--- src/rtl/bfl_pkg.sv ---
package bfl_pkg;
  typedef enum logic [2:0] {
    ST_IDLE, ST_LBA, ST_WAIT, ST_BEAT, ST_ASY, ST_DRAIN, ST_DONE
  } st_e;

  // words per page from page size code
  function automatic logic [5:0] page_words(input logic [1:0] psz);
    return 6'd4 << psz;
  endfunction

  // clocks per beat minus one
  function automatic logic [3:0] lat_m1(input logic [3:0] code);
    return (code < 4'd2) ? 4'd1 : code;
  endfunction
endpackage

--- src/rtl/bfl_cfg_decode.sv ---
module bfl_cfg_decode (
  input  logic       sync_en_i,
  input  logic       page_emu_i,
  input  logic       cont_bclk_i,
  input  logic [3:0] clk_start_i,
  input  logic [3:0] data_len_i,
  output logic       sync_mode_o,
  output logic [3:0] wait_cyc_o,
  output logic [3:0] lat_m1_o
);
  import bfl_pkg::*;
  assign sync_mode_o = sync_en_i & ~page_emu_i;
  assign wait_cyc_o  = cont_bclk_i ? 4'd0 : clk_start_i;
  assign lat_m1_o    = lat_m1(data_len_i);
endmodule

--- src/rtl/bfl_seg_calc.sv ---
module bfl_seg_calc #(
  parameter int AW = 24,
  parameter int LW = 6
) (
  input  logic [AW-1:0] addr_i,
  input  logic [LW-1:0] left_i,
  input  logic [1:0]    psz_i,
  output logic [LW-1:0] seg_o
);
  import bfl_pkg::*;
  localparam int XW = (LW > 6) ? LW + 1 : 7;
  logic [5:0]    words;
  logic [XW-1:0] off, room, left_x;

  always_comb begin
    words  = page_words(psz_i);
    off    = XW'(addr_i[4:0] & (words[4:0] - 5'd1));
    if (words == 6'd32) off = XW'(addr_i[4:0]);
    room   = XW'(words) - off;
    left_x = XW'(left_i);
    seg_o  = (left_x < room) ? left_i : LW'(room);
  end
endmodule

--- src/rtl/burst_rd_seq.sv ---
module burst_rd_seq #(
  parameter int AW        = 24,
  parameter int DW        = 16,
  parameter int LW        = 6,
  parameter int ASYNC_CYC = 3
) (
  input  logic          clk_i,
  input  logic          rst_ni,
  input  logic          req_valid_i,
  input  logic [AW-1:0] req_addr_i,
  input  logic [LW-1:0] req_len_i,
  input  logic          cfg_sync_en_i,
  input  logic          cfg_page_emu_i,
  input  logic          cfg_cont_bclk_i,
  input  logic [3:0]    cfg_clk_start_i,
  input  logic [1:0]    cfg_page_sz_i,
  input  logic [3:0]    cfg_data_len_i,
  output logic [DW-1:0] rdata_o,
  output logic          rvalid_o,
  output logic          done_o,
  output logic [AW-1:0] addr_o,
  output logic          lba_o,
  output logic          bclk_o,
  output logic          eob_o,
  input  logic [DW-1:0] ext_data_i
);
  import bfl_pkg::*;
  localparam int CW = (ASYNC_CYC > 16) ? $clog2(ASYNC_CYC) : 4;
  localparam logic [CW-1:0] ASY_LAST = CW'(ASYNC_CYC - 1);

  st_e           st_q;
  logic [CW-1:0] cnt_q;
  logic [AW-1:0] addr_q, seg_addr_q;
  logic [LW-1:0] left_q, seg_q, seg_len;
  logic          sync_act_q;
  logic [3:0]    wait_q, lat_q;
  logic [1:0]    psz_q;
  logic [DW-1:0] rdata_q;
  logic          rvalid_q;
  logic          dec_sync;
  logic [3:0]    dec_wait, dec_lat;
  logic          accept, sample;

  bfl_cfg_decode u_dec (
    .sync_en_i   (cfg_sync_en_i),
    .page_emu_i  (cfg_page_emu_i),
    .cont_bclk_i (cfg_cont_bclk_i),
    .clk_start_i (cfg_clk_start_i),
    .data_len_i  (cfg_data_len_i),
    .sync_mode_o (dec_sync),
    .wait_cyc_o  (dec_wait),
    .lat_m1_o    (dec_lat)
  );

  bfl_seg_calc #(.AW(AW), .LW(LW)) u_seg (
    .addr_i (addr_q),
    .left_i (left_q),
    .psz_i  (psz_q),
    .seg_o  (seg_len)
  );

  assign accept = (st_q == ST_IDLE) && req_valid_i && (req_len_i != '0);
  assign sample = ((st_q == ST_BEAT) && (cnt_q == CW'(lat_q))) ||
                  ((st_q == ST_ASY)  && (cnt_q == ASY_LAST));

  always_ff @(posedge clk_i or negedge rst_ni) begin
    if (!rst_ni) begin
      st_q       <= ST_IDLE;
      cnt_q      <= '0;
      addr_q     <= '0;
      seg_addr_q <= '0;
      left_q     <= '0;
      seg_q      <= '0;
      sync_act_q <= 1'b0;
      wait_q     <= '0;
      lat_q      <= '0;
      psz_q      <= '0;
      rdata_q    <= '0;
      rvalid_q   <= 1'b0;
    end else begin
      rvalid_q <= sample;
      if (sample) rdata_q <= ext_data_i;
      unique case (st_q)
        ST_IDLE: if (accept) begin
          addr_q     <= req_addr_i;
          seg_addr_q <= req_addr_i;
          left_q     <= req_len_i;
          sync_act_q <= dec_sync;
          wait_q     <= dec_wait;
          lat_q      <= dec_lat;
          psz_q      <= cfg_page_sz_i;
          cnt_q      <= '0;
          st_q       <= dec_sync ? ST_LBA : ST_ASY;
        end
        ST_LBA: begin
          seg_q <= seg_len;
          if (wait_q == 4'd0) begin
            cnt_q <= '0;
            st_q  <= ST_BEAT;
          end else begin
            cnt_q <= CW'(wait_q);
            st_q  <= ST_WAIT;
          end
        end
        ST_WAIT: begin
          if (cnt_q == CW'(1)) begin
            cnt_q <= '0;
            st_q  <= ST_BEAT;
          end else begin
            cnt_q <= cnt_q - CW'(1);
          end
        end
        ST_BEAT: begin
          if (sample) begin
            addr_q <= addr_q + AW'(1);
            left_q <= left_q - LW'(1);
            seg_q  <= seg_q - LW'(1);
            cnt_q  <= '0;
            if (left_q == LW'(1)) begin
              st_q <= ST_DRAIN;
            end else if (seg_q == LW'(1)) begin
              seg_addr_q <= addr_q + AW'(1);
              st_q       <= ST_LBA;
            end
          end else begin
            cnt_q <= cnt_q + CW'(1);
          end
        end
        ST_ASY: begin
          if (sample) begin
            cnt_q  <= '0;
            left_q <= left_q - LW'(1);
            if (left_q == LW'(1)) st_q <= ST_DRAIN;
            else addr_q <= addr_q + AW'(1);
          end else begin
            cnt_q <= cnt_q + CW'(1);
          end
        end
        ST_DRAIN: st_q <= ST_DONE;
        ST_DONE:  st_q <= ST_IDLE;
        default:  st_q <= ST_IDLE;
      endcase
    end
  end

  assign addr_o   = (st_q == ST_ASY) ? addr_q : seg_addr_q;
  assign lba_o    = (st_q == ST_LBA);
  assign bclk_o   = (st_q == ST_BEAT) && (cnt_q == '0);
  assign eob_o    = (st_q == ST_BEAT) && (left_q == LW'(1));
  assign rdata_o  = rdata_q;
  assign rvalid_o = rvalid_q;
  assign done_o   = (st_q == ST_DONE);
endmodule

--- config.mk ---
export PLATFORM = sky130hd
export DESIGN_NAME = burst_rd_seq
export DESIGN_NICKNAME = d
export VERILOG_FILES = /design/src/rtl/bfl_pkg.sv /design/src/rtl/bfl_cfg_decode.sv /design/src/rtl/bfl_seg_calc.sv /design/src/rtl/burst_rd_seq.sv
export SDC_FILE = /design/constraint.sdc
export NUM_CORES = 1
export LEC_CHECK = 0
export BUFFER_PORTS_ARGS = -buffer_cell sky130_fd_sc_hd__buf_2
export CAP_MARGIN = 20
export CORE_MARGIN = 3
export CORE_UTILIZATION = 51
export CTS_CLUSTER_DIAMETER = 200
export DETAILED_ROUTE_END_ITERATION = 8
export PLACE_DENSITY = 0.82
export SLEW_MARGIN = 20
export SYNTH_ARGS = -nofsm -noshare
export SYNTH_HDL_FRONTEND = slang
export SYNTH_SLANG_ARGS = --single-unit
--- constraint.sdc ---
create_clock -name clk_i -period 2.7 [get_ports clk_i]
set_input_delay 0.135 -clock clk_i [delete_from_list [all_inputs] [get_ports clk_i]]
set_output_delay 0.135 -clock clk_i [all_outputs]
set_load 0.03 [all_outputs]
==> results of run 1 <==
-- registers in the layout (all words and copies together), names as in the netlist --
signal and cells:
addr_q 24, seg_q 6, st_q 3, rdata_o 16, left_q 6, psz_q 2
seg_addr_q 24, wait_q 4, cnt_q 4, lat_q 4, rvalid_o 1
-- kinds of logic (layout without fill, tap and decap cells) --
| kind of cell | count (synthesis) | count (layout) | synth area share [%] |
|---|---|---|---|
| mux | 64 | 64 | 11.7 |
| buf+inv | 54 | 170 | 4.33 |
| xor+xnor | 31 | 31 | 4.54 |
| fa+ha+maj | 17 | 17 | 3.55 |
| simple gates | 215 | 215 | 17.6 |
| compound gates | 177 | 177 | 19.0 |
| flops | 94 | 94 | 39.3 |
-- worst register-to-register path, delay by kind of cell, from the launching register on --
kind / cells / cell delay (ns)
adders and majority gates: 2 / 0.53
DFF: 1 / 0.44
and+or+nand+nor: 1 / 0.11
xor gates and xnor gates: 1 / 0.16
AOI/OAI and AO/OA: 7 / 1.11
muxes: 1 / 0.31
-- cell usage in the layout, fill, tap and decap left out, types with 3 or more instances in the layout --
cell	synthesis	final
buf_2	14	105
dfrtp_1	94	92
nand2_1	58	57
nor2_1	59	56
a21oi_1	48	47
mux2_2	46	45
o21ai_0	35	33
buf_4	1	28
nand3_1	22	22
mux2i_1	18	18
xnor2_1	18	17
inv_1	16	16
ha_1	17	15
o21ai_2	12	14
xor2_1	13	13
nor3_1	14	13
nand2b_1	12	12
nand2_2	10	11
o21ai_1	13	11
a31oi_1	10	9
clkbuf_16	0	9
o22ai_1	9	8
a211oi_1	8	7
and3_1	7	7
o22a_1	7	7
a21o_1	7	7
nand4_1	6	6
or3_1	5	5
nor2_2	1	4
a22oi_1	4	4
nor4_1	3	3
o211ai_1	3	3
clkbuf_1	16	3
buf_12	0	3
-- power by group --
group          leakage, µW  switching (µW)  internal (µW)  total [µW]
clock             0.000126             535            649        1180
sequential         0.00120            30.1           1450        1480
combinational      0.00203             187            162         349
total              0.00335             752           2260        3010
-- final timing paths --
path	startpoint	endpoint	slack, ns	cells after the start
max reg2reg	psz_q[1]	seg_q[5]	-0.03	12
max	psz_q[1]	seg_q[5]	-0.03	12
max in group asynchronous	rst_ni	seg_addr_q[5]	1.89	3
min in group asynchronous	rst_ni	seg_addr_q[2]	0.34	3
min	cfg_page_sz_i[0]	psz_q[0]	0.02	2
min reg2reg	seg_addr_q[8]	seg_addr_q[8]	0.48	1
-- final cells by class --
type | count | area share, %
timing repair buffer | 137 | 11.3
tap | 140 | 2.45
multi-input combinational | 504 | 48.7
sequential | 94 | 32.9
clock inverter | 3 | 0.280
inverter | 17 | 0.892
clock buffer | 13 | 3.50
-- cells in the mapped netlist (2+ instances only) --
cell,instances
a211oi_1,8
a21boi_0,2
a21o_1,7
a21oi_1,48
a22oi_1,4
a31o_1,2
a31o_2,2
a31oi_1,10
and2_1,2
and3_1,7
and4_1,2
buf_2,14
buf_6,3
clkbuf_1,16
dfrtp_1,94
ha_1,17
inv_1,16
mux2_2,46
mux2i_1,18
nand2_1,58
nand2_2,10
nand2b_1,12
nand3_1,22
nand4_1,6
nor2_1,59
nor3_1,14
nor4_1,3
nor4_2,2
o211ai_1,3
o21ai_0,35
o21ai_1,13
o21ai_2,12
o22a_1,7
o22ai_1,9
or2_2,2
or3_1,5
xnor2_1,18
xor2_1,13
-- through the flow --
stage / setup TNS (ns) / power, µW / worst slack (ns) / cell area [µm²]
2_1_floorplan: -0.0408 / 1680 / -0.0408 / 6030
3_3_place_gp: 0 / 1810 / 0.0153 / 6780
3_5_place_dp: -0.283 / 1830 / -0.101 / 6780
4_1_cts: -0.0422 / 3030 / -0.0422 / 7140
5_1_grt: -0.832 / 3120 / -0.161 / 7150
6_report: -0.0707 / 3010 / -0.0347 / 7150
-- what timing repair did --
item / 4_1_cts / 5_1_grt
buffers inserted: 4 / 0
pin swaps: 9 / 5
resized for setup: 10 / 4
hold buffers: 1 / 0
hold endpoints to repair: 94 / 0
setup endpoints to repair: 5 / 6
-- layer usage --
| layer | wire (µm) | vias up | global-route usage [%] |
|---|---|---|---|
| li1 | - | 2568 | - |
| met1 | 6410 | 2609 | 30.7 |
| met2 | 7470 | 202 | 39.7 |
| met3 | 1010 | 29 | 5.76 |
| met4 | 251 | 0 | 5.70 |
| met5 | 0 | - | 0 |
==> flow_metrics.tcl, run 1 <==
set metrics [dict create \
    cts_tree "yes" \
    hpwl_um 10600 \
    h-tree-depth 3 \
    grt_antenna_before_repair 0 \
    start_kind "register" \
    seqCellArea_mm2 0.00235 \
    die_w_um 114 \
    io-pin-count 107 \
    gp_congestion 0.880 \
    cap_violations 0 \
    status "complete, but fails checks" \
    drc 0 \
    fp.dieH_um 114 \
    vdd_drop_max_mv 0.428 \
    cp_cell_sequence "o21ai_2, ha_4, a211oi_2, o22ai_2, xnor2_2, ha_1, a21o_1, a21oi_2, o21ai_4, nand2_2, mux2_4, o221ai_2" \
    min_path_type "input pin to register" \
    slowest_stage "dfrtp_2" \
    violations "setup timing" \
    multi_input_area_mm2 0.00348 \
    cts_root_buf "clkbuf_16" \
    maxSlewViolCount 0 \
    synth_top_area_cell "dfrtp_1" \
    wl_per_cell_um 16.7 \
    yosysTopAreaCellShare_pct 39.3 \
    worstSetupPathType "register to register" \
    routed_wl_um 15100 \
    leakagePower_uw 0.00335 \
    cts_made_buffers 9 \
    vias 5408 \
    synth_edf_count 0 \
    layout-drive-gt1-share_pct 32.8 \
    utilization_pct 64.0 \
    syn_avg_cell_area_um2 9.18 \
    grtUsageTotal_pct 23.6 \
    initialDrtViolationCount 469 \
    grt_pass1_wl_um 25200 \
    power_density_mw_per_mm2 421 \
    core_mm2 0.0112 \
    dieArea_mm2 0.0131 \
    placed_cells 887 \
    rows 38 \
    postRouteAntennaNets 0 \
    ys_seq_area_share_pct 39.3 \
    insertion_delay_ns 0.35 \
    drt_first_pass_iters 5 \
    rsz0062_at_grt "yes" \
    synth_area_leaders "dfrtp_1, mux2_2, a21oi_1" \
    synth-seq-cells 94 \
    slew_headroom_pct 56.2 \
    clock_skew_ns 0.0107 \
    vias_per_cell 5.96 \
    worst-path-buf-inv 0 \
    required_ns 2.97 \
    synth_fp_nets 731 \
    area_growth_syn_to_layout_pct 19.5 \
    final_nets 842 \
    clkSinkCount 94 \
    final-setup-viol-count 4 \
    cp-end-kind "register" \
    cpPeakStageDelay_ns 0.44 \
    synth_flop_cell "dfrtp_1" \
    diodes 0 \
    period_share_pct 101 \
    yosys_warnings 0 \
    portBuffers 106 \
    fmax_mhz 366 \
    grt_pass1_vias 5378 \
    netlist_instances 652 \
    fin_ws_ns -0.0347 \
    critPathTopFamily "compound AO/OA/AOI/OAI gates" \
    synth.distinct_cells 69 \
    clk_path_buf_depth 2 \
    syn_area_mm2 0.00599 \
    instances_no_fill 908 \
    initial_core_util_pct 53.6 \
    arrival_ns 3.00 \
    ys_async_sr_fraction_pct 100 \
    finalHoldViolCount 0 \
    clkTransAtPathRegs_ns 0.07 \
    fillers 892 \
    grt_max_degree 95 \
    worst_pin_slew_ns 0.652 \
    crit_fanout 5 \
    period_needed_ns 2.73 \
    grt_overflow_total 0 \
    hold_ws_ns 0.0165 \
]
Note: power is estimated with default switching activity, not from simulation.
==> inputs of run 2 (changes only) <==
--- a/config.mk
+++ b/config.mk
@@ -9,10 +9,10 @@
 export CAP_MARGIN = 20
 export CORE_MARGIN = 3
 export CORE_UTILIZATION = 51
+export CTS_BUF_LIST = sky130_fd_sc_hd__clkbuf_16
 export CTS_CLUSTER_DIAMETER = 200
 export DETAILED_ROUTE_END_ITERATION = 8
 export PLACE_DENSITY = 0.82
-export SLEW_MARGIN = 20
 export SYNTH_ARGS = -nofsm -noshare
 export SYNTH_HDL_FRONTEND = slang
 export SYNTH_SLANG_ARGS = --single-unit
==> run 2 against run 1 <==
The flow still finishes with violations (setup timing). Cell count did not move. Core utilization fell by 0.090 points. Sequential share of layout area is essentially flat. Largest power group unchanged. Critical path type unchanged. Clock power hardly changed. Flip-flop and latch count unchanged. Power shrank 1.2%. Clock-buffer cell count shrank 4. Global-route usage hardly changed. Via count decreased by 0.65%. Critical path depth unchanged. Die area stayed put. Largest cell class unchanged.
==> flow_metrics.tcl, run 2 (synthesis results as in run 1) <==
set metrics [dict create \
    finalHoldViolCount 0 \
    fin_area_mm2 0.00714 \
    cp_cell_sequence "o21ai_2, ha_4, a211oi_2, o22ai_2, xnor2_2, ha_1, a21o_1, a21oi_2, o21ai_4, nand2_2, mux2_4, o221ai_2" \
    grt_pass1_wl_um 25200 \
    reg2reg_to "seg_q[5]" \
    final-setup-viol-count 4 \
    worst_pin_slew_ns 0.644 \
    initialDrtViolationCount 493 \
    grt_antenna_before_repair 0 \
    reg2reg_depth 12 \
    slew_headroom_pct 56.8 \
    required_ns 2.97 \
    hold_ws_ns 0.0128 \
    drt_first_pass_iters 5 \
    maxSlewViolCount 0 \
    grt_max_degree 95 \
    fmax_mhz 366 \
    instances_no_fill 908 \
    initial_core_util_pct 53.6 \
    vdd_drop_max_mv 0.428 \
    gp_congestion 0.880 \
    clkSinkCount 94 \
    drc 0 \
    crit_fanout 5 \
    rsz0062_at_grt "yes" \
    period_needed_ns 2.73 \
    grt_pass1_vias 5384 \
    vias 5373 \
    grtUsageTotal_pct 23.6 \
    hold_depth 2 \
    hpwl_um 10600 \
    cap_violations 0 \
    layout-drive-gt1-share_pct 32.7 \
    whs_endpoint "psz_q[0]" \
    min_path_type "input pin to register" \
    place_area_mm2 0.00678 \
    final_nets 842 \
    slowest_stage "dfrtp_2" \
    diodes 0 \
    routed_wl_um 15100 \
    dieArea_mm2 0.0131 \
    vias_per_cell 5.92 \
    cts_root_buf "clkbuf_16" \
    insertion_delay_ns 0.36 \
    cp-end-kind "register" \
    leakagePower_uw 0.00336 \
    core_mm2 0.0112 \
    clk_path_buf_depth 2 \
    area_growth_syn_to_layout_pct 19.4 \
    wl_per_cell_um 16.6 \
    power_frac_seq_pct 49.6 \
    final_common_cell "buf_2" \
    h-tree-depth 3 \
    worstHoldStart "cfg_page_sz_i[0]" \
    p_int_uw 2220 \
    switchingPower_uw 757 \
    violations "setup timing" \
    mostFrequentLayoutCells "buf_2, dfrtp_1, nand2_1, nor2_1, a21oi_1" \
    placed_cells 887 \
    start_kind "register" \
    status "complete, but fails checks" \
    worstSetupPathType "register to register" \
    fp.dieH_um 114 \
    die_w_um 114 \
    cpPeakStageDelay_ns 0.44 \
    reg2reg_slack_ns -0.03 \
    pwr-share-clk_pct 38.7 \
    fin_ws_ns -0.0342 \
    clock_skew_ns 0.0124 \
    power_density_mw_per_mm2 416 \
    clkTransAtPathRegs_ns 0.07 \
    portBuffers 106 \
    r2r-start "psz_q[1]" \
    share_comb_of_total_power_pct 11.7 \
    swShare_pct 25.5 \
    arrival_ns 3.01 \
    grt_overflow_total 0 \
    io-pin-count 107 \
    cts_tree "yes" \
    rows 38 \
    period_share_pct 101 \
    cts_made_buffers 9 \
    postRouteAntennaNets 0 \
]
## run 2: cell types whose count changed in the layout (fill, tap and decap cells not counted)
cell | before | now
clkbuf_8 | 1 | 0
clkbuf_1 | 3 | 0
inv_1 | 16 | 19
clkinv_1 | 0 | 1
## run 2: worst max-delay path by stage
stage                     to     start  slack (ns)
CTS                 seg_q[5]  psz_q[0]       -0.04
floorplan           seg_q[5]  psz_q[0]       -0.04
global placement    seg_q[5]  psz_q[1]        0.02
global route        seg_q[0]  psz_q[0]       -0.16
detailed placement  seg_q[5]  psz_q[1]       -0.10
finish              seg_q[5]  psz_q[1]       -0.03
## run 2: critical path, delay by kind of cell (launching register included)
kind / cells / cell delay [ns]
simple gates: 1 / 0.11
xor+xnor: 1 / 0.16
fa+ha+maj: 2 / 0.53
flops: 1 / 0.44
compound gates: 7 / 1.11
mux: 1 / 0.31
## run 2: routing by layer
layer  vias up  wire length [µm]  global-route usage (%)
met1      2577              6380                    30.7
met4         0               280                    5.46
met2       200              7450                    39.9
met3        32               979                    5.76
li1       2564                 -                       -
met5         -                 0                       0
## run 2: what timing repair did
item | CTS | global route
hold buffers | 1 | 0
buffers inserted | 4 | 0
hold endpoints to repair | 94 | 0
pin swaps | 9 | 5
endpoints found under the setup margin | 5 | 6
resized for setup | 10 | 4
## run 2: final cells by class
class                      count  area [µm²]
sequential                    94        2350
clock buffer                   9         225
fill                         892        4030
multi-input combinational    504        3480
tap                          140         175
clock inverter                 7        35.0
timing repair buffer         137         806
inverter                      17        63.8
## run 2: power by group through the flow
stage               Combinational, µW  Sequential [µW]  Clock [µW]
finish                            348             1480        1150
global route                      380             1480        1220
CTS                               347             1480        1170
detailed placement                325             1500           0
global placement                  311             1500           0
floorplan                         159             1520           0
## run 2: stage by stage
| step | setup WS, ns | total power, µW | utilization [%] | setup TNS, ns |
|---|---|---|---|---|
| after floorplan | -0.0408 | 1680 | - | -0.0408 |
| after global placement | 0.0153 | 1810 | 60.7 | 0 |
| after detailed placement | -0.101 | 1830 | 60.7 | -0.283 |
| after CTS | -0.0422 | 2990 | 63.9 | -0.0422 |
| after global routing | -0.161 | 3080 | 63.9 | -0.835 |
| final | -0.0342 | 2980 | 63.9 | -0.0593 |
